[src/rtl/sdr_rf_pkg.sv]
package sdr_rf_pkg;

   typedef enum logic [2:0] {
      ST_IDLE,
      ST_PRE,
      ST_PWAIT,
      ST_AREF,
      ST_SENTER,
      ST_SELF,
      ST_RCOV
   } rf_state_e;

   typedef struct packed {
      logic cs_n;
      logic ras_n;
      logic cas_n;
      logic we_n;
   } sd_cmd_t;

   localparam sd_cmd_t CMD_DESEL = '{cs_n: 1'b1, ras_n: 1'b1, cas_n: 1'b1, we_n: 1'b1};
   localparam sd_cmd_t CMD_PALL  = '{cs_n: 1'b0, ras_n: 1'b0, cas_n: 1'b1, we_n: 1'b0};
   localparam sd_cmd_t CMD_REF   = '{cs_n: 1'b0, ras_n: 1'b0, cas_n: 1'b0, we_n: 1'b1};

   localparam logic [1:0] SEL_CTRL  = 2'd0;
   localparam logic [1:0] SEL_CNT   = 2'd1;
   localparam logic [1:0] SEL_CMPV  = 2'd2;

   typedef struct packed {
      logic drv_stby;
      logic self_mode;
      logic enable;
   } rf_ctrl_t;

endpackage

[src/rtl/sdr_rf_regs.sv]
module sdr_rf_regs
   import sdr_rf_pkg::*;
#(
   parameter int CNT_W = 8
) (
   input  logic             clk,
   input  logic             por_n,
   input  logic             cfg_we,
   input  logic [1:0]       cfg_sel,
   input  logic [CNT_W-1:0] cfg_wdata,
   output rf_ctrl_t         ctrl,
   output logic [CNT_W-1:0] cmp_val,
   output logic             cnt_load
);

   localparam int CTRL_W = $bits(rf_ctrl_t);

   logic ctrl_wr, cmp_wr;

   assign ctrl_wr  = cfg_we && (cfg_sel == SEL_CTRL);
   assign cmp_wr   = cfg_we && (cfg_sel == SEL_CMPV);
   assign cnt_load = cfg_we && (cfg_sel == SEL_CNT);

   always_ff @(posedge clk or negedge por_n) begin
      if (!por_n) begin
         ctrl <= '0;
      end else if (ctrl_wr) begin
         ctrl <= rf_ctrl_t'(cfg_wdata[CTRL_W-1:0]);
      end
   end

   always_ff @(posedge clk or negedge por_n) begin
      if (!por_n) begin
         cmp_val <= '1;
      end else if (cmp_wr) begin
         cmp_val <= cfg_wdata;
      end
   end

endmodule

[src/rtl/sdr_rf_timer.sv]
module sdr_rf_timer #(
   parameter int CNT_W    = 8,
   parameter int PRESCALE = 4
) (
   input  logic             clk,
   input  logic             por_n,
   input  logic             mrst_n,
   input  logic             run,
   input  logic             cnt_load,
   input  logic [CNT_W-1:0] cnt_wdata,
   input  logic [CNT_W-1:0] cmp_val,
   input  logic             pend_clr,
   output logic             pend
);

   logic             tick;
   logic             match;
   logic [CNT_W-1:0] cnt_q;
   logic [CNT_W-1:0] cnt_inc;

   generate
      if (PRESCALE == 1) begin : g_nodiv
         assign tick = run;
      end else begin : g_div
         localparam int PRE_W = $clog2(PRESCALE);
         localparam logic [PRE_W-1:0] PRE_LAST = PRE_W'(PRESCALE - 1);
         logic [PRE_W-1:0] pre_q;

         always_ff @(posedge clk or negedge por_n) begin
            if (!por_n) begin
               pre_q <= '0;
            end else if (!mrst_n || cnt_load) begin
               pre_q <= '0;
            end else if (run) begin
               pre_q <= (pre_q == PRE_LAST) ? '0 : pre_q + 1'b1;
            end
         end

         assign tick = run && (pre_q == PRE_LAST);
      end
   endgenerate

   assign cnt_inc = cnt_q + 1'b1;
   assign match   = tick && !cnt_load && (cnt_inc == cmp_val);

   always_ff @(posedge clk or negedge por_n) begin
      if (!por_n) begin
         cnt_q <= '0;
      end else if (cnt_load) begin
         cnt_q <= cnt_wdata;
      end else if (tick) begin
         cnt_q <= match ? '0 : cnt_inc;
      end
   end

   always_ff @(posedge clk or negedge por_n) begin
      if (!por_n) begin
         pend <= 1'b0;
      end else if (!mrst_n) begin
         pend <= 1'b0;
      end else if (match) begin
         pend <= 1'b1;
      end else if (pend_clr) begin
         pend <= 1'b0;
      end
   end

endmodule

[src/rtl/sdr_rf_fsm.sv]
module sdr_rf_fsm
   import sdr_rf_pkg::*;
#(
   parameter int TRC = 3
) (
   input  logic      clk,
   input  logic      por_n,
   input  logic      mrst_n,
   input  logic      stby,
   input  logic      bus_idle,
   input  logic      enable,
   input  logic      self_mode,
   input  logic      pend,
   output rf_state_e state,
   output logic      pend_clr,
   output logic      bus_req
);

   localparam int RC_W = (TRC < 2) ? 1 : $clog2(TRC);
   localparam logic [RC_W-1:0] RC_LOAD = RC_W'(TRC - 1);

   rf_state_e       state_nx;
   logic [RC_W-1:0] rc_q;
   logic            self_q;
   logic            want;
   logic            start;
   logic            leave_self;

   assign want       = enable && (self_mode || pend);
   assign start      = want && bus_idle && !stby && mrst_n;
   assign leave_self = !(enable && self_mode) && !stby && mrst_n;

   always_comb begin
      state_nx = state;
      unique case (state)
         ST_IDLE:   if (start) state_nx = ST_PRE;
         ST_PRE:    state_nx = ST_PWAIT;
         ST_PWAIT:  state_nx = self_q ? ST_SENTER : ST_AREF;
         ST_AREF:   state_nx = ST_RCOV;
         ST_SENTER: state_nx = ST_SELF;
         ST_SELF:   if (leave_self) state_nx = ST_RCOV;
         ST_RCOV:   if (rc_q == '0) state_nx = ST_IDLE;
         default:   state_nx = ST_IDLE;
      endcase
   end

   always_ff @(posedge clk or negedge por_n) begin
      if (!por_n) begin
         state <= ST_IDLE;
      end else begin
         state <= state_nx;
      end
   end

   always_ff @(posedge clk or negedge por_n) begin
      if (!por_n) begin
         self_q <= 1'b0;
      end else if (state == ST_IDLE && start) begin
         self_q <= self_mode;
      end
   end

   always_ff @(posedge clk or negedge por_n) begin
      if (!por_n) begin
         rc_q <= '0;
      end else if (state_nx == ST_RCOV && state != ST_RCOV) begin
         rc_q <= RC_LOAD;
      end else if (state == ST_RCOV && rc_q != '0) begin
         rc_q <= rc_q - 1'b1;
      end
   end

   assign pend_clr = (state == ST_AREF);
   assign bus_req  = (state != ST_IDLE) || want;

endmodule

[src/rtl/sdr_rf_pins.sv]
module sdr_rf_pins
   import sdr_rf_pkg::*;
(
   input  rf_state_e state,
   input  logic      stby,
   input  logic      drv_stby,
   output sd_cmd_t   cmd,
   output logic      cke,
   output logic      a10,
   output logic      drv
);

   always_comb begin
      cmd = CMD_DESEL;
      unique case (state)
         ST_PRE:    cmd = CMD_PALL;
         ST_AREF,
         ST_SENTER: cmd = CMD_REF;
         default:   cmd = CMD_DESEL;
      endcase
   end

   assign cke = !((state == ST_SENTER) || (state == ST_SELF));
   assign a10 = (state == ST_PRE);
   assign drv = !stby || drv_stby;

endmodule

[src/rtl/sdr_refresh_seq.sv]
module sdr_refresh_seq
   import sdr_rf_pkg::*;
#(
   parameter int CNT_W    = 8,
   parameter int PRESCALE = 4,
   parameter int TRC      = 3
) (
   input  logic             clk,
   input  logic             por_n,
   input  logic             mrst_n,
   input  logic             stby,
   input  logic             bus_idle,
   input  logic             cfg_we,
   input  logic [1:0]       cfg_sel,
   input  logic [CNT_W-1:0] cfg_wdata,
   output logic             bus_req,
   output logic             sd_cke,
   output logic             sd_cs_n,
   output logic             sd_ras_n,
   output logic             sd_cas_n,
   output logic             sd_we_n,
   output logic             sd_a10,
   output logic             sd_drv
);

   generate
      if (CNT_W < $bits(rf_ctrl_t)) begin : g_bad_cnt_w
         $error("CNT_W must hold the control bits");
      end
      if (PRESCALE < 1) begin : g_bad_prescale
         $error("PRESCALE must be at least 1");
      end
      if (TRC < 1) begin : g_bad_trc
         $error("TRC must be at least 1");
      end
   endgenerate

   rf_ctrl_t         ctrl;
   logic [CNT_W-1:0] cmp_val;
   logic             cnt_load;
   logic             pend;
   logic             pend_clr;
   logic             tmr_run;
   rf_state_e        state;
   sd_cmd_t          cmd;

   sdr_rf_regs #(.CNT_W(CNT_W)) u_regs (
      .clk       (clk),
      .por_n     (por_n),
      .cfg_we    (cfg_we),
      .cfg_sel   (cfg_sel),
      .cfg_wdata (cfg_wdata),
      .ctrl      (ctrl),
      .cmp_val   (cmp_val),
      .cnt_load  (cnt_load)
   );

   assign tmr_run = ctrl.enable && !ctrl.self_mode && !stby && mrst_n;

   sdr_rf_timer #(.CNT_W(CNT_W), .PRESCALE(PRESCALE)) u_timer (
      .clk       (clk),
      .por_n     (por_n),
      .mrst_n    (mrst_n),
      .run       (tmr_run),
      .cnt_load  (cnt_load),
      .cnt_wdata (cfg_wdata),
      .cmp_val   (cmp_val),
      .pend_clr  (pend_clr),
      .pend      (pend)
   );

   sdr_rf_fsm #(.TRC(TRC)) u_fsm (
      .clk       (clk),
      .por_n     (por_n),
      .mrst_n    (mrst_n),
      .stby      (stby),
      .bus_idle  (bus_idle),
      .enable    (ctrl.enable),
      .self_mode (ctrl.self_mode),
      .pend      (pend),
      .state     (state),
      .pend_clr  (pend_clr),
      .bus_req   (bus_req)
   );

   sdr_rf_pins u_pins (
      .state    (state),
      .stby     (stby),
      .drv_stby (ctrl.drv_stby),
      .cmd      (cmd),
      .cke      (sd_cke),
      .a10      (sd_a10),
      .drv      (sd_drv)
   );

   assign sd_cs_n  = cmd.cs_n;
   assign sd_ras_n = cmd.ras_n;
   assign sd_cas_n = cmd.cas_n;
   assign sd_we_n  = cmd.we_n;

endmodule

[config.mk]
export PLATFORM = sky130hd
export DESIGN_NAME = sdr_refresh_seq
export DESIGN_NICKNAME = d
export VERILOG_FILES = /design/src/rtl/sdr_rf_pkg.sv /design/src/rtl/sdr_rf_regs.sv /design/src/rtl/sdr_rf_timer.sv /design/src/rtl/sdr_rf_fsm.sv /design/src/rtl/sdr_rf_pins.sv /design/src/rtl/sdr_refresh_seq.sv
export SDC_FILE = /design/constraint.sdc
export NUM_CORES = 1
export LEC_CHECK = 0
export ABC_AREA = 1
export BUFFER_PORTS_ARGS = -buffer_cell sky130_fd_sc_hd__clkbuf_2
export CAP_MARGIN = 0
export CORE_MARGIN = 2
export CORE_UTILIZATION = 25
export DETAILED_ROUTE_END_ITERATION = 10
export PLACE_DENSITY = 0.49
export SYNTH_ARGS = -nofsm -noshare
export SYNTH_HDL_FRONTEND = slang
export SYNTH_HIERARCHICAL = 1
export SYNTH_SLANG_ARGS = --single-unit
[constraint.sdc]
create_clock -name clk -period 5 [get_ports clk]
set_input_delay 0.25 -clock clk [delete_from_list [all_inputs] [get_ports clk]]
set_output_delay 0.25 -clock clk [all_outputs]
set_load 0.05 [all_outputs]
# Word-level counts from Yosys, hierarchy flattened
# Cells that the tools add are included.
# totals
regBits,28
latchBits,0
ramBits,0
mem_bits_ro,0
out_inout_bits,8
wordCells,82
mem_count,0
# op_classes
add_sub_neg,3
multipliers,0
n_div,0
magnitude_cmp,0
n_eq_ne,13
shifts,0
n_mux,17
n_bitwise,0
n_reduce_logical,39
# ops
operator,count
2-to-1 mux 8 bit,3
one-hot mux 3 bit (7 select lines),1
logical AND 1 bit,19
equality test 3 bit (second input constant),4
2-to-1 mux 3 bit,4
2-to-1 mux 2 bit,5
adder 8 x 1 -> 8 bit (second input constant),1
equality test 8 bit,1
one-hot mux 4 bit (2 select lines),1
nonzero test 2 bit,4
equality test 3 x 2 -> 1 bit (second input constant),2
zero test 1 bit,6
logical OR 1 bit,5
equality test 2 bit (second input constant),2
zero test 2 bit,2
equality test 3 x 1 -> 1 bit (second input constant),1
zero test 3 bit,1
2-to-1 mux 1 bit,3
!= test 3 x 1 -> 1 bit (second input constant),1
!= test 3 bit (second input constant),1
nonzero test 3 bit,1
adder 2 x 1 -> 2 bit (second input constant),1
equality test 2 x 1 -> 1 bit (second input constant),1
OR reduction 2 bit,1
subtractor 2 x 1 -> 2 bit (second input constant),1

# Logic depth before layout (Yosys ltp)
# depth
word_depth,10
depth_mapped,12

# Cells and area by module
# Netlist, hierarchy kept.
# modules_own_cells
module,n_inst,cells_per_inst,area_per_inst_um2,seq_area_each_um2
sdr_rf_timer,1,162,1037.2,275.3
sdr_rf_regs,1,52,476.7,285.3
sdr_rf_fsm,1,52,397.9,150.1
sdr_rf_pins,1,14,66.3,0.0
sdr_refresh_seq,1,5,21.3,0.0

# Worst setup path after synthesis
# OpenSTA, ideal clock, no wires.
# synth_timing
path_kind,reg-to-output
from,reg u_fsm.state[1]
to,out sd_cs_n
arrival_time_ps,1809
t_required_ps,4750
setup_slack_ps,2941
stages_incl_launch_ff,6
n_path_buf,1
cell_sequence,dfrtp_1 inv_1 nand3_2 inv_2 nor2_2 buf_4
# synth_between
elab_cells_between_ends,5
# synth_lines
item,line,source
start: declaration,sdr_rf_fsm.sv:14,"output rf_state_e state,"
start signal: assignment,sdr_rf_fsm.sv:51,state <= state_nx;
equality test 3 x 1 -> 1 bit,--,
net sd_a10,sdr_refresh_seq.sv:22,"output logic sd_a10,"
one-hot mux 4 bit (2 select lines),sdr_rf_pins.sv:15,unique case (state)
end: declaration,sdr_refresh_seq.sv:18,"output logic sd_cs_n,"
# The timed path passes the listed nets, and every way through them passes these cells.

# Worst setup path after layout
# layout_timing
from,reg u_fsm.state[0]
to,out bus_req
# layout_between
elab_chain_cells,2
# layout_rtl
item,line,source
nonzero test 3 bit,sdr_rf_fsm.sv:74,assign bus_req = (state != ST_IDLE) || want;
logical OR 1 bit,sdr_rf_fsm.sv:74,
end: declaration,sdr_refresh_seq.sv:16,"output logic bus_req,"
# No other way between the ends.

==> summary.md <==
| Metric | Value |
|---|---|
| Status | `complete, but fails checks` |
| Violated checks | `hold timing` |
| Total GRT Usage | `11.54%` |
| Die Span Y | `93.43 um` |
| Distinct cells, synth | `29` |
| Critical path depth | `4` |
| Crit path arrival time | `1.53 ns` |
| Clk buf depth | `2` |
| Setup-failing EPs final | `0` |
| Drt drc | `0` |
| R2r setup slk | `3.23 ns` |
| Hold Slack | `-0.002589 ns` |
| Worst R2R Start | `u_regs/ctrl[1]$_DFFE_PN0P_` |
| Post-synthesis sequential area ratio | `around 36%` |
| R2R cell count | `12` |
| Final Max Tran Viols | `0` |
| Clk sinks | `28` |
| Main combinational cell family by area after synthesis | `simple AND/OR/NAND/NOR gates` |
| CP Launch Type | `register` |
| Count leader, synth | `nand2_1` |
| # port buffers | `23` |
| Worst R2R End | `u_timer/cnt_q[1]$_DFFE_PN0P_` |
| WP data required | `4.75 ns` |
| Slew margin rel. | `between 40 and 50%` |
| CTS hold repair buffers | `0` |
| Critical path's slowest cell | `dfrtp_1` |
| Initial DRC count | `roughly 120` |
| First-pass GRT wire length | `slightly below 8000 um` |
| Post-synthesis simple-gate area fraction | `between 40% and 50%` |
| CTS root buf | `clkbuf_8` |
| Synth Area in Adders | `under 10%` |
| Synth area leader | `dfrtp_1` |
| Grt total ovfl | `0` |
| RSZ-0062 raised after global routing | `no` |
| Vias in the first global route | `roughly 1700` |
| Post-Syn Area | `around 2000 um^2` |
| Syn nets | `304` |
| Sw Ratio | `a little under half` |
| Detail Route Antenna Nets | `0` |
| Power per cell area | `between 400 and 500 nW/um^2` |
| Final cycle utilization of the critical path | `a little over a third` |
| Syn Inst Count | `between 200 and 300` |
| TritonRoute pass-1 iters | `4` |
| Clock skew | `0.008641 ns` |
| Share of power burned in registers | `about 36%` |
| Crit Path Max Fanout | `7` |
| Largest delay share family, worst path | `flip-flops` |
| Row count | `32` |
| Worst setup endpoint | `bus_req` |
| XOR/XNOR share of the synthesized area | `0.4380%` |
| Total power | `about 940 uW` |
| I/O pins | `24` |
| Minimum clock period | `around 1.8 ns` |
| Total leakage power | `around 0.0012 uW` |
| Initial Util | `about a quarter` |
| Post-CTS Setup Inserts | `0` |
| Crit path cell chain | `inv_1 > nand3_1 > or2_1 > clkbuf_2` |
| HPWL after DPL | `around 3700 um` |
| Asr flop ratio synth | `100.0%` |
| Cell Int Power | `between 500 and 600 uW` |
| Maximum number of pins on one net before global-route repair | `29` |
| Critical path type | `reg -> out` |
| Initial antenna violation count | `0` |
| Share of cells above drive strength 1 | `between 20% and 30%` |
| CP startpoint | `u_fsm/state[0]$_DFF_PN0_` |
| Die area | `about 8700 um^2` |
| Worst VDD drop | `approximately 130 uV` |
| CP Capture Type | `output port` |
| Post-synthesis mux area share | `less than 1%` |
| Largest cells by area after synthesis | `dfrtp_1 25%, nand2_1 17%, dfstp_2 11%` |
| Vias | `~1800` |
| RD Place Congestion | `between 0.8 and 0.9` |
| Max cap viols | `0` |
| Worst slew pin tran | `roughly 0.76 ns` |
| Buffer and inverter count on the worst path | `2` |
| Final Hold Vio Count | `4` |
| Logic gate share of total power | `44.2%` |
| Avg Synthesized Cell Area | `7.016 um^2` |
| Synth cell count leaders | `93 x nand2_1, 42 x inv_1, 23 x nand3_1, 20 x dfrtp_1, 15 x nor2_1` |
| Number of synthesized flops with an enable pin | `0` |
| Switching power | `approximately 440 uW` |
| Critical Path Max Stage Delay | `between 0.4 and 0.5 ns` |
| Clk pwr share | `19.5%` |
| WL/cell | `11.45 um` |
| Synth Flop Type | `dfrtp_1` |
| Die Wd | `between 90 and 100 um` |
| Nets | `about 330` |
| Worst-path clk slew | `about 0.1 ns` |
| Post-DR vias/cell | `around 4.3` |
| Synth warn | `6` |
| WL final | `approximately 4700 um` |
| PostCTS Resize Cnt | `0` |
| Clock Latency Late Sink | `between 0.2 and 0.3 ns` |
| Layout area overhead | `14.39%` |
| Setup_tns | `0 ns` |
| Synth Area in Compound Gates | `under 10%` |
| Core area | `a little under 8000 um^2` |
| Synth top area share | `25.03%` |
| # diodes | `0` |
| Maximum clock frequency | `roughly 560 MHz` |
| CTS tree | `done` |
| Hold WC Path Type | `in -> async` |
| TritonCTS buffer count | `3` |
| CTS H-Tree Depth | `1` |
| Flops & latches, synth | `28` |
==> layout by cell type (no fill, tap or decap), types with 6 or more instances in the layout <==
cell	Yosys	final
dfrtp_1	20	20
inv_1	42	42
nor2_1	15	15
nand3_2	9	9
nand2_1	93	93
nand3_1	23	23
o21ai_0	7	7
nand4_1	12	12
nor2_2	6	6
dfstp_2	8	8
inv_2	6	6
nor2_4	6	6
clkbuf_2	0	23
nand2_2	13	13
==> worst min-delay path by stage <==
| stage | slack [ns] | endpoint | cells after the start | start |
|---|---|---|---|---|
| floorplan | -0.05 | u_fsm/rc_q[0]$_DFFE_PN0P_ | 0 | por_n |
| finish | -0.003 | u_timer/cnt_q[6]$_DFFE_PN0P_ | 1 | por_n |
| global placement | 0.36 | u_timer/cnt_q[6]$_DFFE_PN0P_ | 1 | por_n |
| CTS | 0.02 | u_timer/cnt_q[6]$_DFFE_PN0P_ | 1 | por_n |
| global route | 0.06 | u_timer/cnt_q[6]$_DFFE_PN0P_ | 1 | por_n |
| detailed placement | 0.35 | u_timer/cnt_q[6]$_DFFE_PN0P_ | 1 | por_n |
==> sequential cells by signal (all words and copies together), names as in the netlist <==
| name | count |
|---|---|
| u_fsm/self_q | 1 |
| u_regs/ctrl | 3 |
| u_regs/cmp_val | 8 |
| u_timer/cnt_q | 8 |
| u_timer/g_div.pre_q | 2 |
| u_fsm/state | 3 |
| u_timer/pend | 1 |
| u_fsm/rc_q | 2 |
==> kinds of logic after synthesis <==
| family | Yosys count |
|---|---|
| xor+xnor | 1 |
| flops | 28 |
| buf+inv | 53 |
| compound gates | 16 |
| mux | 1 |
| simple gates | 183 |
| fa+ha+maj | 3 |
==> worst reg2reg max path, cell delays in order, from the launching register on <==
cell     delay, ns
dfrtp_1       0.43
inv_1         0.07
nand2_1       0.05
nor2_2        0.17
nand2_2       0.11
nor2_2        0.12
nand3_2       0.11
nor2_4        0.13
nand3_2       0.07
nor2_2        0.12
nand3_4       0.14
nand2_1       0.09
nand2_1       0.05
==> layer usage <==
metal | track usage (%) | routed length, um
met3 | 1.531 | 110
met1 | 16.61 | 2418
met4 | 3.676 | 68
met5 | 0 | 0
met2 | 17.81 | 2096
==> layout make-up <==
cell class,count,area (um^2)
well taps,102,127.6
flip-flops and latches,28,710.7
multi-input cells,204,1077
fillers,851,5440
clock buffers,3,41.29
clock inverters,1,30.03
repair buffers,23,115.1
inverters,49,185.2
==> stage by stage <==
step | instance area [um^2] | util [%] | worst slack [ns] | cells
finish | 2287 | 29.60 | 3.222 | 410
global route | 2287 | 29.60 | 3.070 | 410
CTS | 2287 | 29.60 | 3.184 | 410
detailed placement | 2216 | 28.68 | 3.105 | 406
global placement | 2216 | 28.68 | 3.185 | 406
floorplan | 1999 | - | 2.941 | 285
==> power by group through the flow <==
| stage | registers (uW) | logic (uW) | clock network [uW] |
|---|---|---|---|
| after detailed placement | 347 | 420 | 0 |
| after global placement | 346 | 416 | 0 |
| final | 342 | 417 | 184 |
| after CTS | 343 | 422 | 195 |
| after floorplan | 329 | 353 | 0 |
| after global routing | 352 | 464 | 202 |
No activity file was read; power rests on OpenSTA's default activity.
